**src/rtl/sio_pkg.sv**
```systemverilog
package sio_pkg;

  localparam int FRAME_MAX = 12;
  localparam logic [1:0] DIV_RESET = 2'b11;

  typedef struct packed {
    logic eight;     // 8 data bits when set, 7 otherwise
    logic par_en;    // parity bit present
    logic par_odd;   // odd parity when set
    logic two_stop;  // two stop bits when set
  } fmt_t;

  typedef enum logic [1:0] {
    TXC_PLAIN   = 2'b00,
    TXC_IRQ     = 2'b01,
    TXC_RTS_OFF = 2'b10,
    TXC_BREAK   = 2'b11
  } txc_e;

  function automatic fmt_t decode_fmt(input logic [2:0] code);
    fmt_t f;
    f.eight    = code[2];
    f.par_en   = ~code[2] | code[1];
    f.par_odd  = code[0];
    f.two_stop = ~code[1] & (~code[2] | ~code[0]);
    return f;
  endfunction

  function automatic logic [3:0] frame_len(input fmt_t f);
    return 4'd1 + (f.eight ? 4'd8 : 4'd7) + {3'd0, f.par_en} + (f.two_stop ? 4'd2 : 4'd1);
  endfunction

endpackage

```
**src/rtl/sio_tx.sv**
```systemverilog
module sio_tx
  import sio_pkg::*;
#(
  parameter int DIV_MID = 16,
  parameter int DIV_HI  = 64
) (
  input  logic       clk,
  input  logic       rst_n,
  input  logic       active,
  input  logic [1:0] div_sel,
  input  fmt_t       fmt,
  input  logic       brk,
  input  logic       wr_stb,
  input  logic [7:0] wr_byte,
  output logic       hold_full,
  output logic       txd
);

  localparam int CNT_W = $clog2(DIV_HI);

  logic [7:0]           hold_q;
  logic                 busy_q;
  logic [CNT_W-1:0]     cnt_q;
  logic [3:0]           left_q;
  logic [FRAME_MAX-1:0] sr_q;
  logic [FRAME_MAX-1:0] frame_w;
  logic [CNT_W-1:0]     div_lim;
  logic                 par_bit;
  logic                 bit_end;
  logic                 last_bit;

  always_comb begin
    case (div_sel)
      2'b01:   div_lim = CNT_W'(DIV_MID - 1);
      2'b10:   div_lim = CNT_W'(DIV_HI - 1);
      default: div_lim = '0;
    endcase
  end

  // Serial image of the waiting character, start bit in position 0
  always_comb begin
    frame_w      = '1;
    frame_w[0]   = 1'b0;
    frame_w[7:1] = hold_q[6:0];
    if (fmt.eight) frame_w[8] = hold_q[7];
    par_bit = (^(hold_q & (fmt.eight ? 8'hFF : 8'h7F))) ^ fmt.par_odd;
    if (fmt.par_en) begin
      if (fmt.eight) frame_w[9] = par_bit;
      else           frame_w[8] = par_bit;
    end
  end

  assign bit_end  = busy_q && (cnt_q == div_lim);
  assign last_bit = bit_end && (left_q == 4'd1);

  always_ff @(posedge clk or negedge rst_n) begin
    if (!rst_n) begin
      hold_q    <= '0;
      hold_full <= 1'b0;
      busy_q    <= 1'b0;
      cnt_q     <= '0;
      left_q    <= '0;
      sr_q      <= '1;
    end else if (!active) begin
      hold_full <= 1'b0;
      busy_q    <= 1'b0;
      cnt_q     <= '0;
      left_q    <= '0;
      sr_q      <= '1;
    end else begin
      if (bit_end) begin
        cnt_q  <= '0;
        sr_q   <= {1'b1, sr_q[FRAME_MAX-1:1]};
        left_q <= left_q - 4'd1;
        if (left_q == 4'd1) busy_q <= 1'b0;
      end else if (busy_q) begin
        cnt_q <= cnt_q + 1'b1;
      end
      if ((!busy_q || last_bit) && hold_full) begin
        busy_q    <= 1'b1;
        sr_q      <= frame_w;
        left_q    <= frame_len(fmt);
        cnt_q     <= '0;
        hold_full <= 1'b0;
      end
      if (wr_stb) begin
        hold_q    <= wr_byte;
        hold_full <= 1'b1;
      end
    end
  end

  assign txd = !active ? 1'b1 : (brk ? 1'b0 : (busy_q ? sr_q[0] : 1'b1));


  start_low_chk: assert property (@(posedge clk) disable iff (!rst_n)
    $rose(busy_q) |-> (sr_q[0] == 1'b0));


  reset_idle_chk: assert property (@(posedge clk) disable iff (!rst_n)
    !active |=> (!busy_q && !hold_full));

endmodule

```
**src/rtl/sio_rx.sv**
```systemverilog
module sio_rx
  import sio_pkg::*;
#(
  parameter int DIV_MID = 16,
  parameter int DIV_HI  = 64
) (
  input  logic       clk,
  input  logic       rst_n,
  input  logic       active,
  input  logic [1:0] div_sel,
  input  logic       eight,
  input  logic       par_en,
  input  logic       par_odd,
  input  logic       rxd,
  output logic       done,
  output logic [7:0] rx_byte,
  output logic       par_err,
  output logic       frm_err
);

  localparam int CNT_W    = $clog2(DIV_HI);
  localparam int HALF_MID = DIV_MID / 2;
  localparam int HALF_HI  = DIV_HI / 2;

  logic             run_q;
  logic [3:0]       idx_q;
  logic [CNT_W-1:0] cnt_q;
  logic [7:0]       sh_q;
  logic             acc_q;
  logic [CNT_W-1:0] div_lim;
  logic [CNT_W-1:0] half_lim;
  logic [3:0]       data_n;
  logic [3:0]       par_pos;

  always_comb begin
    case (div_sel)
      2'b01:   begin div_lim = CNT_W'(DIV_MID - 1); half_lim = CNT_W'(HALF_MID - 1); end
      2'b10:   begin div_lim = CNT_W'(DIV_HI - 1);  half_lim = CNT_W'(HALF_HI - 1);  end
      default: begin div_lim = '0;                  half_lim = '0;                   end
    endcase
  end

  assign data_n  = eight ? 4'd8 : 4'd7;
  assign par_pos = data_n + 4'd1;

  // Position 0 is the start bit, 1..data_n data, then parity, then stop
  always_ff @(posedge clk or negedge rst_n) begin
    if (!rst_n) begin
      run_q   <= 1'b0;
      idx_q   <= '0;
      cnt_q   <= '0;
      sh_q    <= '0;
      acc_q   <= 1'b0;
      done    <= 1'b0;
      rx_byte <= '0;
      par_err <= 1'b0;
      frm_err <= 1'b0;
    end else if (!active) begin
      run_q <= 1'b0;
      done  <= 1'b0;
    end else begin
      done <= 1'b0;
      if (!run_q) begin
        if (!rxd) begin
          run_q <= 1'b1;
          acc_q <= 1'b0;
          if (div_sel == 2'b00) begin
            cnt_q <= '0;
            idx_q <= 4'd1;
          end else begin
            cnt_q <= half_lim;
            idx_q <= 4'd0;
          end
        end
      end else if (cnt_q != '0) begin
        cnt_q <= cnt_q - 1'b1;
      end else begin
        cnt_q <= div_lim;
        idx_q <= idx_q + 4'd1;
        if (idx_q == 4'd0) begin
          if (rxd) run_q <= 1'b0;
        end else if (idx_q <= data_n) begin
          sh_q  <= {rxd, sh_q[7:1]};
          acc_q <= acc_q ^ rxd;
        end else if (par_en && (idx_q == par_pos)) begin
          acc_q <= acc_q ^ rxd;
        end else begin
          run_q   <= 1'b0;
          done    <= 1'b1;
          frm_err <= !rxd;
          par_err <= par_en & (acc_q ^ par_odd);
          rx_byte <= eight ? sh_q : {1'b0, sh_q[7:1]};
        end
      end
    end
  end


  done_pulse_chk: assert property (@(posedge clk) disable iff (!rst_n)
    done |=> !done);

endmodule

```
**src/rtl/sio_adapter.sv**
```systemverilog
module sio_adapter
  import sio_pkg::*;
#(
  parameter int DIV_MID = 16,
  parameter int DIV_HI  = 64
) (
  input  logic       clk,
  input  logic       rst_n,
  input  logic       bus_sel,
  input  logic       wr_en,
  input  logic       rd_en,
  input  logic [7:0] wr_data,
  output logic [7:0] rd_data,
  input  logic       rxd,
  input  logic       cts_n,
  input  logic       dcd_n,
  output logic       txd,
  output logic       rts_n,
  output logic       irq
);

  logic [7:0] ctrl_q;
  logic       active;
  fmt_t       fmt;
  txc_e       txc;
  logic       rx_ie;
  logic       tx_ie;

  logic       hold_full;
  logic       rx_done;
  logic [7:0] rx_byte;
  logic       rx_perr;
  logic       rx_ferr;

  logic [7:0] rx_hold_q;
  logic       rdrf_q;
  logic       ovr_q;
  logic       pe_q;
  logic       fe_q;
  logic       lost_q;
  logic       stat_seen_q;
  logic       dcd_q;
  logic       tdre;
  logic       data_rd;
  logic       stat_rd;
  logic [7:0] status;

  assign active  = (ctrl_q[1:0] != DIV_RESET);
  assign fmt     = decode_fmt(ctrl_q[4:2]);
  assign txc     = txc_e'(ctrl_q[6:5]);
  assign rx_ie   = ctrl_q[7];
  assign tx_ie   = (txc == TXC_IRQ);
  assign data_rd = rd_en && bus_sel;
  assign stat_rd = rd_en && !bus_sel;

  always_ff @(posedge clk or negedge rst_n) begin
    if (!rst_n)                ctrl_q <= {6'd0, DIV_RESET};
    else if (wr_en && !bus_sel) ctrl_q <= wr_data;
  end

  sio_tx #(.DIV_MID(DIV_MID), .DIV_HI(DIV_HI)) u_tx (
    .clk      (clk),
    .rst_n    (rst_n),
    .active   (active),
    .div_sel  (ctrl_q[1:0]),
    .fmt      (fmt),
    .brk      (txc == TXC_BREAK),
    .wr_stb   (wr_en && bus_sel && active),
    .wr_byte  (wr_data),
    .hold_full(hold_full),
    .txd      (txd)
  );

  sio_rx #(.DIV_MID(DIV_MID), .DIV_HI(DIV_HI)) u_rx (
    .clk    (clk),
    .rst_n  (rst_n),
    .active (active),
    .div_sel(ctrl_q[1:0]),
    .eight  (fmt.eight),
    .par_en (fmt.par_en),
    .par_odd(fmt.par_odd),
    .rxd    (rxd),
    .done   (rx_done),
    .rx_byte(rx_byte),
    .par_err(rx_perr),
    .frm_err(rx_ferr)
  );

  always_ff @(posedge clk or negedge rst_n) begin
    if (!rst_n) begin
      rx_hold_q   <= '0;
      rdrf_q      <= 1'b0;
      ovr_q       <= 1'b0;
      pe_q        <= 1'b0;
      fe_q        <= 1'b0;
      lost_q      <= 1'b0;
      stat_seen_q <= 1'b0;
      dcd_q       <= 1'b0;
    end else begin
      dcd_q <= dcd_n;
      if (!active) begin
        rdrf_q      <= 1'b0;
        ovr_q       <= 1'b0;
        pe_q        <= 1'b0;
        fe_q        <= 1'b0;
        lost_q      <= 1'b0;
        stat_seen_q <= 1'b0;
      end else begin
        if (stat_rd && lost_q) stat_seen_q <= 1'b1;
        if (data_rd) begin
          rdrf_q <= 1'b0;
          ovr_q  <= 1'b0;
          pe_q   <= 1'b0;
          fe_q   <= 1'b0;
          if (stat_seen_q) begin
            lost_q      <= 1'b0;
            stat_seen_q <= 1'b0;
          end
        end
        if (rx_done) begin
          if (rdrf_q && !data_rd) begin
            ovr_q <= 1'b1;
          end else begin
            rx_hold_q <= rx_byte;
            rdrf_q    <= 1'b1;
            pe_q      <= rx_perr;
            fe_q      <= rx_ferr;
          end
        end
        if (dcd_n && !dcd_q) lost_q <= 1'b1;
      end
    end
  end

  assign tdre    = active && !hold_full && !cts_n;
  assign irq     = active && ((rx_ie && (rdrf_q || ovr_q || lost_q)) || (tx_ie && tdre));
  assign rts_n   = (txc == TXC_RTS_OFF);
  assign status  = {irq, pe_q, ovr_q, fe_q, cts_n, lost_q, tdre, rdrf_q};
  assign rd_data = bus_sel ? rx_hold_q : status;


  ovr_hold_chk: assert property (@(posedge clk) disable iff (!rst_n)
    (active && rx_done && rdrf_q && !data_rd) |=> (ovr_q && $stable(rx_hold_q)));


  rd_clear_chk: assert property (@(posedge clk) disable iff (!rst_n)
    (active && data_rd && !rx_done) |=> (!rdrf_q && !ovr_q && !pe_q && !fe_q));


  reset_clear_chk: assert property (@(posedge clk) disable iff (!rst_n)
    !active |=> (!rdrf_q && !ovr_q && !lost_q));


  lost_set_chk: assert property (@(posedge clk) disable iff (!rst_n)
    (active && dcd_n && !dcd_q) |=> lost_q);

endmodule

```
**config.mk**
```make
export PLATFORM = sky130hd
export DESIGN_NAME = sio_adapter
export DESIGN_NICKNAME = d
export VERILOG_FILES = /design/src/rtl/sio_pkg.sv /design/src/rtl/sio_tx.sv /design/src/rtl/sio_rx.sv /design/src/rtl/sio_adapter.sv
export SDC_FILE = /design/constraint.sdc
export NUM_CORES = 1
export LEC_CHECK = 0
export ABC_CLOCK_PERIOD_IN_PS = 4800
export BUFFER_PORTS_ARGS = -buffer_cell sky130_fd_sc_hd__buf_4
export CAP_MARGIN = 20
export CORE_MARGIN = 2
export CORE_UTILIZATION = 25
export DETAILED_ROUTE_END_ITERATION = 7
export RECOVER_POWER = 25
export SYNTH_ARGS = -nofsm -noshare
export SYNTH_HDL_FRONTEND = slang
export SYNTH_HIERARCHICAL = 1
export SYNTH_SLANG_ARGS = --single-unit
```
**constraint.sdc**
```tcl
create_clock -name clk -period 4.8 [get_ports clk]
set_input_delay 0.48 -clock clk [delete_from_list [all_inputs] [get_ports clk]]
set_output_delay 0.48 -clock clk [all_outputs]
set_load 0.005 [all_outputs]
```
==> flow_summary.ini <==
[outcome]
status = finished, violations left
violations = capacitance limit, slew limit

[placement]
port_buffers = 26
post-dp-hpwl_um = 7288
routabilityCongestion = 0.7796
pre_cts_ws_ps = 1996

[pwr]
internal_power_uw = 1742
sw_frac_of_total_pct = 36.20
power_leakage_uw = 0.002348
powerDensity_nw_per_um2 = 511.9
vdd_drop_max_v = 0.0002147
comb_power_share_pct = 34.8
switching_power_uw = 988.4
p_clk_share_pct = 25.1
p_seq_share_pct = 40.1

[timing]
slew-limit-headroom_pct = -51.16
fin_crit_ps = 2821
tightest_slew_ps = 2267
hold_viol = 0
grt_setup_unrepaired = no
setup_viol = 0
tns_ps = 0
fin_ws_ps = 1979
skew_ps = 5.359
fin_crit_sh_pct = 58.77
fmax_ghz = 0.3545
maxSlewViolCount = 40

[logic_synthesis]
yosysWarnings = 6
synthTopCellsByCount = dfrtp_1 (72), mux2_2 (40), nand2_1 (29), nor2_1 (26)
synthCells = 436
synth_seq_area_share_pct = 45.79
async_flop_share_pct = 100.0
synth_top_family_by_area = compound AO/OA/AOI/OAI gates
yosys.area_share.simple_pct = 13.88
syn_nets = 472
synth.most_common_cell = dfrtp_1
synth_compound_area_share_pct = 14.10
synth-adder-area-share_pct = 5.575
ys.flop_type = dfrtp_1
synth_xor_area_share_pct = 3.410
yosysTopAreaCellShare_pct = 38.97
synth_edf_count = 0
synth-seq-cells = 84
netlist_area_um2 = 4623
netlist_top_cells_area = dfrtp_1 (39%), mux2_2 (9.7%), dfstp_2 (6.8%)
syn_avg_cell_area_um2 = 10.60
yosysUniqueCellTypes = 62
yosys-mux-area-fraction_pct = 13.23
synth_area_leader_cell = dfrtp_1

[floorplan]
fp-row-count = 49
start_util_pct = 25.65
io-pin-count = 27
die_w_um = 140.0
dieArea_um2 = 19600
dieHeight_um = 140.0
coreArea_um2 = 18020

[clock_tree]
clk_latency_ps = 340
cts_post_setup_buffers_inserted = 0
cts_tree = built
cts_htree_levels = 3
cts.clk_slew.worst_paths_ps = 60
cts-root-buf = clkbuf_16
cts_hold_buf = 0
cts_resized = 0
cts-buffers-inserted = 9
clockBufferDepth = 2
cts.sinks = 84

[finish]
nFillCells = 1884
multi_input_area_um2 = 2321
area_growth_pct = 15.40
layout-drive-gt1-share_pct = 23.92
diodes = 0
seq_area_um2 = 2117
fin_util_pct = 29.60
num-nets-final = 495

[critical_path]
r2r_cells = 6
regToRegEndpoint = u_rx/sh_q[1]$_DFFE_PN0P_
start_kind = register
r2r_start = ctrl_q[4]$_DFFE_PN0P_
cp.required_ps = 5030
crit_end = u_rx/sh_q[1]$_DFFE_PN0P_
crit_type = register to register
cp.depth = 6
cp_data_arrival_time_ps = 3050
cpMaxStageDelayCell = dfrtp_1
end_kind = register
reg2reg_slack_ps = 1980
startpoint = ctrl_q[4]$_DFFE_PN0P_
worst-path-buf-inv = 1
critPathTopFamily = flip-flops
path_cells = inv_1 > ha_1 > and4_1 > a21oi_2 > nor2_2 > mux2_2
cp_max_fo = 19
worst_path_largest_cell_delay_ps = 800

[grt]
grt_pass1_vias = 3349
grt_pass1_wl_um = 16970
grt_max_degree = 85
antenna_found_initial = 0
grt_usage_pct = 10.70
grt-ovfl-total = 0

[routing]
wire_per_inst_um = 14.53
ant_nets = 0
drcViolationCount = 0
drt-initial-drc-count = 281
wl_um = 10070
firstDrtPassIters = 4
viasPerCell = 4.837
vias = 3352

[worst_hold_path]
hold_class = input pin to register

[job]
cap_viol_max_count = 1
[routing by layer]
| layer | wire length (um) | track usage, % |
|---|---|---|
| met1 | 4504 | 13.53 |
| met2 | 5106 | 17.69 |
| met3 | 309 | 3.111 |
| met4 | 147 | 3.368 |
| met5 | 0 | 0 |
[placed cells by master, fill, tap and decap left out, drive strengths merged, types with 12 or more instances in the layout]
cell type	synthesis	layout
a21oi	24	24
nand3	16	16
ha	19	19
clkbuf	7	12
nor2	27	27
inv	24	24
o21ai	26	26
mux2	41	41
a31oi	15	15
mux2i	15	15
nand2	30	30
dfstp	12	12
buf	9	26
xnor2	12	12
dfrtp	72	72
[worst min path at each step]
stage                              from  depth (start not counted)                       end  slack (ps)
4_1_cts                           dcd_n                          1           dcd_q$_DFF_PN0_         230
6_report                          dcd_n                          1           dcd_q$_DFF_PN0_         270
5_1_grt                           dcd_n                          1           dcd_q$_DFF_PN0_         260
2_1_floorplan                     rst_n                          0     ctrl_q[2]$_DFFE_PN0P_         180
3_5_place_dp      stat_seen_q$_DFF_PN0_                          2     stat_seen_q$_DFF_PN0_         490
3_3_place_gp   u_tx/sr_q[9]$_DFFE_PN1P_                          2  u_tx/sr_q[8]$_DFFE_PN1P_         470
[power by group through the flow]
stage                     combinational, uW  clock [uW]  sequential (uW)
after detailed placement                943           0             1110
after CTS                               950         710             1090
final                                   949         686             1100
after floorplan                         786           0             1030
after global placement                  900           0             1100
after global routing                   1080         738             1130
[cell families (layout without fill, tap and decap cells)]
| logic type | count (synthesis) | in the layout |
|---|---|---|
| AND/OR/NAND/NOR | 121 | 121 |
| AO/OA/AOI/OAI | 97 | 97 |
| flip-flops | 84 | 84 |
| multiplexers | 56 | 56 |
| buffers and inverters | 40 | 68 |
| adder cells (fa/ha/maj) | 20 | 20 |
| XOR/XNOR | 18 | 18 |
[state kept, by name (all words and copies together), names as in the netlist, 4 cells and up]
signal and cells:
u_tx/left_q 4, u_tx/sr_q 10, u_rx/cnt_q 6, u_rx/idx_q 4, ctrl_q 8, rx_hold_q 8
u_rx/sh_q 8, u_tx/cnt_q 6, u_rx/rx_byte 8, u_tx/hold_q 8
[area by class of cell]
| class | count | area share [%] |
|---|---|---|
| Multi-Input combinational cell | 312 | 43.50 |
| Sequential cell | 84 | 39.68 |
| Tap cell | 229 | 5.371 |
| Clock buffer | 10 | 4.292 |
| Timing Repair Buffer | 28 | 4.245 |
| Inverter | 24 | 1.689 |
| Clock inverter | 6 | 1.220 |
[worst reg2reg max path, cell delays in order, from the launching register on]
cell,delay (ps)
dfrtp_1,800
inv_1,160
ha_1,370
and4_1,220
a21oi_2,590
nor2_2,240
mux2_2,330
[stage by stage]
stage          total power [uW]  cell area [um^2]  instances  hold WS (ps)
3_5_place_dp               2049              5017        676         487.8
6_report                   2731              5335        693         271.7
4_1_cts                    2754              5311        692         231.6
5_1_grt                    2941              5335        693         256.9
3_3_place_gp               1998              5010        675         473.2
2_1_floorplan              1816              4623        436         184.4
(Power assumes the default switching activity.)
